**config.mk**
```make
export PLATFORM = sky130hd
export DESIGN_NAME = bcd_alarm_repeat
export DESIGN_NICKNAME = d
export VERILOG_FILES = /design/src/rtl/bcd_alarm_pkg.sv /design/src/rtl/bcd_alarm_dp.sv /design/src/rtl/bcd_alarm_ctl.sv /design/src/rtl/bcd_alarm_repeat.sv
export SDC_FILE = /design/constraint.sdc
export NUM_CORES = 1
export LEC_CHECK = 0
export BUFFER_PORTS_ARGS = -buffer_cell sky130_fd_sc_hd__buf_2
export CAP_MARGIN = 5
export CORE_MARGIN = 5
export CORE_UTILIZATION = 58
export DETAILED_ROUTE_END_ITERATION = 8
export PLACE_DENSITY = 0.84
export SLEW_MARGIN = 25
export SYNTH_ARGS = -nofsm -noshare
export SYNTH_HDL_FRONTEND = slang
export SYNTH_HIERARCHICAL = 1
export SYNTH_SLANG_ARGS = --single-unit
```
**constraint.sdc**
```tcl
create_clock -name clk -period 7.9 [get_ports clk]
set_clock_uncertainty 0.2 [all_clocks]
set_input_delay 1.58 -clock clk [delete_from_list [all_inputs] [get_ports clk]]
set_output_delay 1.58 -clock clk [all_outputs]
set_load 0.01 [all_outputs]
```
**src/rtl/bcd_alarm_pkg.sv**
```systemverilog
`timescale 1ns/1ps
package bcd_alarm_pkg;

  localparam int REG_W      = 8;
  localparam int NUM_FIELDS = 4;
  localparam int SEL_W      = $clog2(NUM_FIELDS);
  localparam int SEC_W      = 7;
  localparam int MIN_W      = 7;
  localparam int HOUR_W     = 6;
  localparam int DATE_W     = 6;

  typedef enum logic [SEL_W-1:0] {
    SEL_SEC  = 2'd0,
    SEL_MIN  = 2'd1,
    SEL_HOUR = 2'd2,
    SEL_DATE = 2'd3
  } fieldSel_e;

  typedef enum logic [2:0] {
    RPT_MONTH,
    RPT_DAY,
    RPT_HOUR,
    RPT_MINUTE,
    RPT_SECOND
  } repeatMode_e;

  // strobes from control to datapath
  typedef struct packed {
    logic [NUM_FIELDS-1:0] load;
  } ctlStrobe_t;

  function automatic int fieldWidth(input int idx);
    case (idx)
      0:       return SEC_W;
      1:       return MIN_W;
      2:       return HOUR_W;
      default: return DATE_W;
    endcase
  endfunction

  function automatic logic [REG_W-1:0] fieldLimit(input int idx);
    case (idx)
      0, 1:    return 8'd59;
      2:       return 8'd23;
      default: return 8'd99;
    endcase
  endfunction

  // tens nibble times ten plus units nibble, over the low w bits
  function automatic logic [REG_W-1:0] bcdValue(input logic [REG_W-1:0] raw, input int w);
    logic [REG_W-1:0] kept;
    kept = raw & REG_W'((9'd1 << w) - 9'd1);
    return REG_W'(kept[7:4]) * 8'd10 + REG_W'(kept[3:0]);
  endfunction

endpackage

```
**src/rtl/bcd_alarm_dp.sv**
```systemverilog
`timescale 1ns/1ps
module bcd_alarm_dp
  import bcd_alarm_pkg::*;
(
  input  logic                             clk,
  input  logic                             rst,
  input  ctlStrobe_t                       strobe,
  input  logic [REG_W-1:0]                 wrData,
  input  logic [SEC_W-1:0]                 nowSec,
  input  logic [MIN_W-1:0]                 nowMin,
  input  logic [HOUR_W-1:0]                nowHour,
  input  logic [DATE_W-1:0]                nowDate,
  output logic [NUM_FIELDS-1:0][REG_W-1:0] almRegs,
  output logic [NUM_FIELDS-1:0]            fieldMatch,
  output logic [NUM_FIELDS-1:0]            maskBits
);

  logic [NUM_FIELDS-1:0][REG_W-1:0] nowVec;

  assign nowVec[0] = REG_W'(nowSec);
  assign nowVec[1] = REG_W'(nowMin);
  assign nowVec[2] = REG_W'(nowHour);
  assign nowVec[3] = REG_W'(nowDate);

  always_ff @(posedge clk) begin
    for (int i = 0; i < NUM_FIELDS; i++) begin
      if (rst)                 almRegs[i] <= '0;
      else if (strobe.load[i]) almRegs[i] <= wrData;
    end
  end

  for (genvar gi = 0; gi < NUM_FIELDS; gi++) begin : g_field
    localparam int W = fieldWidth(gi);
    assign fieldMatch[gi] = (almRegs[gi][W-1:0] == nowVec[gi][W-1:0]);
    assign maskBits[gi]   = almRegs[gi][REG_W-1];
  end

endmodule

```
**src/rtl/bcd_alarm_ctl.sv**
```systemverilog
`timescale 1ns/1ps
module bcd_alarm_ctl
  import bcd_alarm_pkg::*;
(
  input  logic                  clk,
  input  logic                  rst,
  input  logic                  wrEn,
  input  logic [SEL_W-1:0]      wrSel,
  input  logic [REG_W-1:0]      wrData,
  input  logic                  secTick,
  input  logic [NUM_FIELDS-1:0] maskBits,
  input  logic [NUM_FIELDS-1:0] fieldMatch,
  output ctlStrobe_t            strobe,
  output logic                  alarmIrq
);

  logic [REG_W-1:0] decoded;
  logic             wrOk;
  repeatMode_e      mode;
  logic             hit;

  // write range check
  always_comb begin
    decoded = bcdValue(wrData, fieldWidth(int'(wrSel)));
    if (wrSel == SEL_DATE) wrOk = (decoded != '0);
    else                   wrOk = (decoded <= fieldLimit(int'(wrSel)));
    strobe.load = '0;
    if (wrEn && wrOk) strobe.load[wrSel] = 1'b1;
  end

  // graded repeat decode: flags ordered {date, hour, min, sec}
  always_comb begin
    case ({maskBits[3], maskBits[2], maskBits[1], maskBits[0]})
      4'b0000: mode = RPT_MONTH;
      4'b1000: mode = RPT_DAY;
      4'b1100: mode = RPT_HOUR;
      4'b1110: mode = RPT_MINUTE;
      default: mode = RPT_SECOND;
    endcase
  end

  always_comb begin
    case (mode)
      RPT_MONTH:  hit = &fieldMatch;
      RPT_DAY:    hit = &fieldMatch[2:0];
      RPT_HOUR:   hit = &fieldMatch[1:0];
      RPT_MINUTE: hit = fieldMatch[0];
      default:    hit = 1'b1;
    endcase
  end

  always_ff @(posedge clk) begin
    if (rst) alarmIrq <= 1'b0;
    else     alarmIrq <= secTick && hit;
  end

endmodule

```
**src/rtl/bcd_alarm_repeat.sv**
```systemverilog
`timescale 1ns/1ps
module bcd_alarm_repeat
  import bcd_alarm_pkg::*;
(
  input  logic               clk,
  input  logic               rst,
  input  logic               wrEn,
  input  logic [SEL_W-1:0]   wrSel,
  input  logic [REG_W-1:0]   wrData,
  input  logic               secTick,
  input  logic [SEC_W-1:0]   nowSec,
  input  logic [MIN_W-1:0]   nowMin,
  input  logic [HOUR_W-1:0]  nowHour,
  input  logic [DATE_W-1:0]  nowDate,
  output logic               alarmIrq
);

  ctlStrobe_t                       strobe;
  logic [NUM_FIELDS-1:0][REG_W-1:0] almRegs;
  logic [NUM_FIELDS-1:0]            fieldMatch;
  logic [NUM_FIELDS-1:0]            maskBits;

  bcd_alarm_ctl uCtl (
    .clk        (clk),
    .rst        (rst),
    .wrEn       (wrEn),
    .wrSel      (wrSel),
    .wrData     (wrData),
    .secTick    (secTick),
    .maskBits   (maskBits),
    .fieldMatch (fieldMatch),
    .strobe     (strobe),
    .alarmIrq   (alarmIrq)
  );

  bcd_alarm_dp uDp (
    .clk        (clk),
    .rst        (rst),
    .strobe     (strobe),
    .wrData     (wrData),
    .nowSec     (nowSec),
    .nowMin     (nowMin),
    .nowHour    (nowHour),
    .nowDate    (nowDate),
    .almRegs    (almRegs),
    .fieldMatch (fieldMatch),
    .maskBits   (maskBits)
  );

endmodule

```
==> tab_implementation.tex <==
\begin{tabular}{lr}
\hline
Metric & Value \\
\hline
\multicolumn{2}{l}{\textbf{Drt}} \\
\quad Total DRC errors in the routed layout & 0 \\
\quad Post-Route WL & 3880 µm \\
\quad First-pass iteration count of the detailed router & 4 \\
\quad Detail-routed via count per cell & 5.30 \\
\quad DRC marker count from the first detailed-route iteration & 71 \\
\quad Average detailed-routed wire length per instance & 14.1 µm \\
\quad Vias after detailed routing & roughly 1,500 \\
\quad ANT nets after route & 0 \\
\multicolumn{2}{l}{\textbf{Setup path}} \\
\quad Maximum single-stage delay on the critical path & 0.49 ns \\
\quad Ordered cell list for the critical path & buf\_2 > nor2b\_2 > xor2\_1 > ha\_1 > a21o\_2 > nand2\_1 > xnor2\_1 > inv\_1 > ha\_1 > a21oi\_1 > o22ai\_1 > o221a\_2 > and4bb\_2 > mux2i\_1 > nor2\_1 \\
\quad Max Fanout on Critical Path & 8 \\
\quad Type of the worst setup path & primary input to flop \\
\quad Combined buffer and inverter count along the critical path & 2 \\
\quad Kind of end point of the critical path & flop \\
\quad Worst path top cell family by delay & simple AND/OR/NAND/NOR gates \\
\quad Data arrival time at the worst-slack endpoint & between 4 and 5 ns \\
\quad Cell repeated most along the worst path & ha\_1 \\
\quad Data required, critical path & 7.90 ns \\
\quad Critical path startpoint category & primary input \\
\quad Worst path slowest cell & and4bb\_2 \\
\multicolumn{2}{l}{\textbf{Layout}} \\
\quad Layout area overhead & 14.7\% \\
\quad Share of the core filled with cells & 68.8\% \\
\quad Finished layout cell area & 2080 µm² \\
\quad Commonest cells after routing, fill and taps aside & buf\_2 (40), nor2\_1 (31), dfxtp\_1 (31), mux2i\_1 (30), xnor2\_1 (18) \\
\quad Most frequent standard cell in the layout excluding fill and tap cells & buf\_2 \\
\quad Nets@finish & roughly 280 \\
\quad Antenna diodes & 0 \\
\quad Share of final-layout standard cells stronger than drive strength 1 & roughly a quarter \\
\multicolumn{2}{l}{\textbf{Floorplanning}} \\
\quad Die Span Y & 65.9 µm \\
\quad Die area & about 4300 µm² \\
\quad Die X & 65.9 µm \\
\quad Placeable core area & 3030 µm² \\
\quad Number of rows in the core area & 20 \\
\quad Boundary Pins & approximately 40 \\
\quad Initial core utilization & 60.0\% \\
\multicolumn{2}{l}{\textbf{Timing}} \\
\quad Final Critical Period & 4.54 ns \\
\quad Pin slew with the least headroom to its limit & 1.03 ns \\
\quad Maximum clock frequency & 0.220 GHz \\
\quad Number of pins with negative max-slew slack in the final report & 0 \\
\quad Setup violations, final & 0 \\
\quad RSZ-0062 raised after global routing & false \\
\quad Worst Setup Slack, final & between 3 and 4 ns \\
\quad Slew headroom & 31.3\% \\
\quad Share of the cycle needed by the critical path after routing & 57.4\% \\
\quad Count of final hold-check violations & 0 \\
\quad Final total negative setup slack & 0 ns \\
\multicolumn{2}{l}{\textbf{Placement}} \\
\quad Worst slack, placed & just over 3 ns \\
\quad Cell area after placement & between 2000 and 2500 µm² \\
\quad Count of input and output buffers & 40 \\
\quad Final RePlAce weighted congestion & around 0.83 \\
\quad Dpl hpwl & 2930 µm \\
\multicolumn{2}{l}{\textbf{Power and ir drop}} \\
\quad Total chip power & 0.345 mW \\
\quad Power per unit of standard cell area & 166 nW/µm² \\
\quad Standby leakage power & 0.866 nW \\
\quad Peak supply drop & about 0.00011 V \\
\multicolumn{2}{l}{\textbf{Run status}} \\
\quad Outcome & finished clean \\
\multicolumn{2}{l}{\textbf{Clock network}} \\
\quad Clock-pin slew on the worst setup and hold paths & 0.09 ns \\
\quad Post-CTS setup repair buffer count & 0 \\
\quad Number of hold-repair buffers added at the cts stage & 0 \\
\quad Root cell of the clock tree & clkbuf\_4 \\
\quad Count of clock tree sinks & 31 \\
\quad Num CTS Buffers & 5 \\
\quad CTS tree & built \\
\quad Source-to-sink clock delay at the later pin of the worst-skew pair & 0.32 ns \\
\quad H-tree lvl count & 2 \\
\quad Total of cells resized after clock tree synthesis & 0 \\
\quad Number of buffers on the longest clock path & 2 \\
\multicolumn{2}{l}{\textbf{Global routing}} \\
\quad Antenna violations before repair & 0 \\
\quad Maximum number of pins on one net before global-route repair & 32 \\
\quad Wire length of the first global-routing pass & 6460 µm \\
\quad Overall track demand over capacity in global routing & approximately a fifth \\
\quad Residual overflow from global routing & 0 \\
\quad Via count of the first global-routing pass & 1,450 \\
\multicolumn{2}{l}{\textbf{Yosys}} \\
\quad Synthesized area per cell & approximately 9.5 µm² \\
\quad Number of instances in the synthesized netlist & 192 \\
\quad Warnings, synthesis & 6 \\
\quad Post-synthesis instance area & 1820 µm² \\
\quad Synth Net Count & 242 \\
\multicolumn{2}{l}{\textbf{Flow run}} \\
\quad Max-cap viol count & 0 \\
\multicolumn{2}{l}{\textbf{Hold path}} \\
\quad Type of the worst min-delay path & flop to flop \\
\hline
\end{tabular}
-- where the power goes --
| part | internal (mW) | leakage, nW | total [mW] | switching (mW) |
|---|---|---|---|---|
| Sequential | 0.162 | 0.252 | 0.166 | 0.00412 |
| Combinational | 0.0363 | 0.576 | 0.0749 | 0.0385 |
| Clock | 0.0523 | 0.0386 | 0.104 | 0.0519 |
| Total | 0.251 | 0.866 | 0.345 | 0.0945 |
-- per-layer routing --
layer	GRT usage [%]	up-vias	wire [µm]
li1	-	727	-
met1	23.7	686	1760
met2	33.2	34	1910
met3	5.95	6	167
met4	6.60	0	42
met5	0	-	0
-- tightest hold or removal path, delay by kind of cell (launching register included) --
kind	cells	cell delay (ns)
compound gates	1	0.08
buf+inv	1	0.05
flops	1	0.32
-- per-stage QoR --
| step | hold slack (ns) | cells |
|---|---|---|
| 6_report | 0.285 | 274 |
| 5_1_grt | 0.332 | 274 |
| 4_1_cts | 0.282 | 274 |
| 3_5_place_dp | 0.261 | 266 |
| 3_3_place_gp | 0.259 | 266 |
| 2_1_floorplan | 0.262 | 192 |
-- final timing paths --
| kind | from | end | depth (start not counted) | slack (ns) |
|---|---|---|---|---|
| worst min register to register | uDp/almRegs[7]$_SDFFE_PP0P_ | uCtl/alarmIrq$_SDFF_PP0_ | 2 | 0.29 |
| worst min-delay path | uDp/almRegs[7]$_SDFFE_PP0P_ | uCtl/alarmIrq$_SDFF_PP0_ | 2 | 0.29 |
| worst max register to register | uDp/almRegs[10]$_SDFFE_PP0P_ | uCtl/alarmIrq$_SDFF_PP0_ | 7 | 6.00 |
| worst max-delay path | wrSel[1] | uDp/almRegs[9]$_SDFFE_PP0P_ | 15 | 3.36 |
-- area by class of cell --
class	count	area (µm²)
multi-input combinational	141	1090
fill	264	946
sequential	31	621
timing repair buffer	42	215
clock buffer	8	68.8
tap	44	55.1
inverter	8	30.0
-- flip-flops by register name, summed over array words and instances, names as in the netlist --
register,count
uCtl/alarmIrq,1
uDp/almRegs,30
Note: power is estimated with default switching activity, not from simulation.
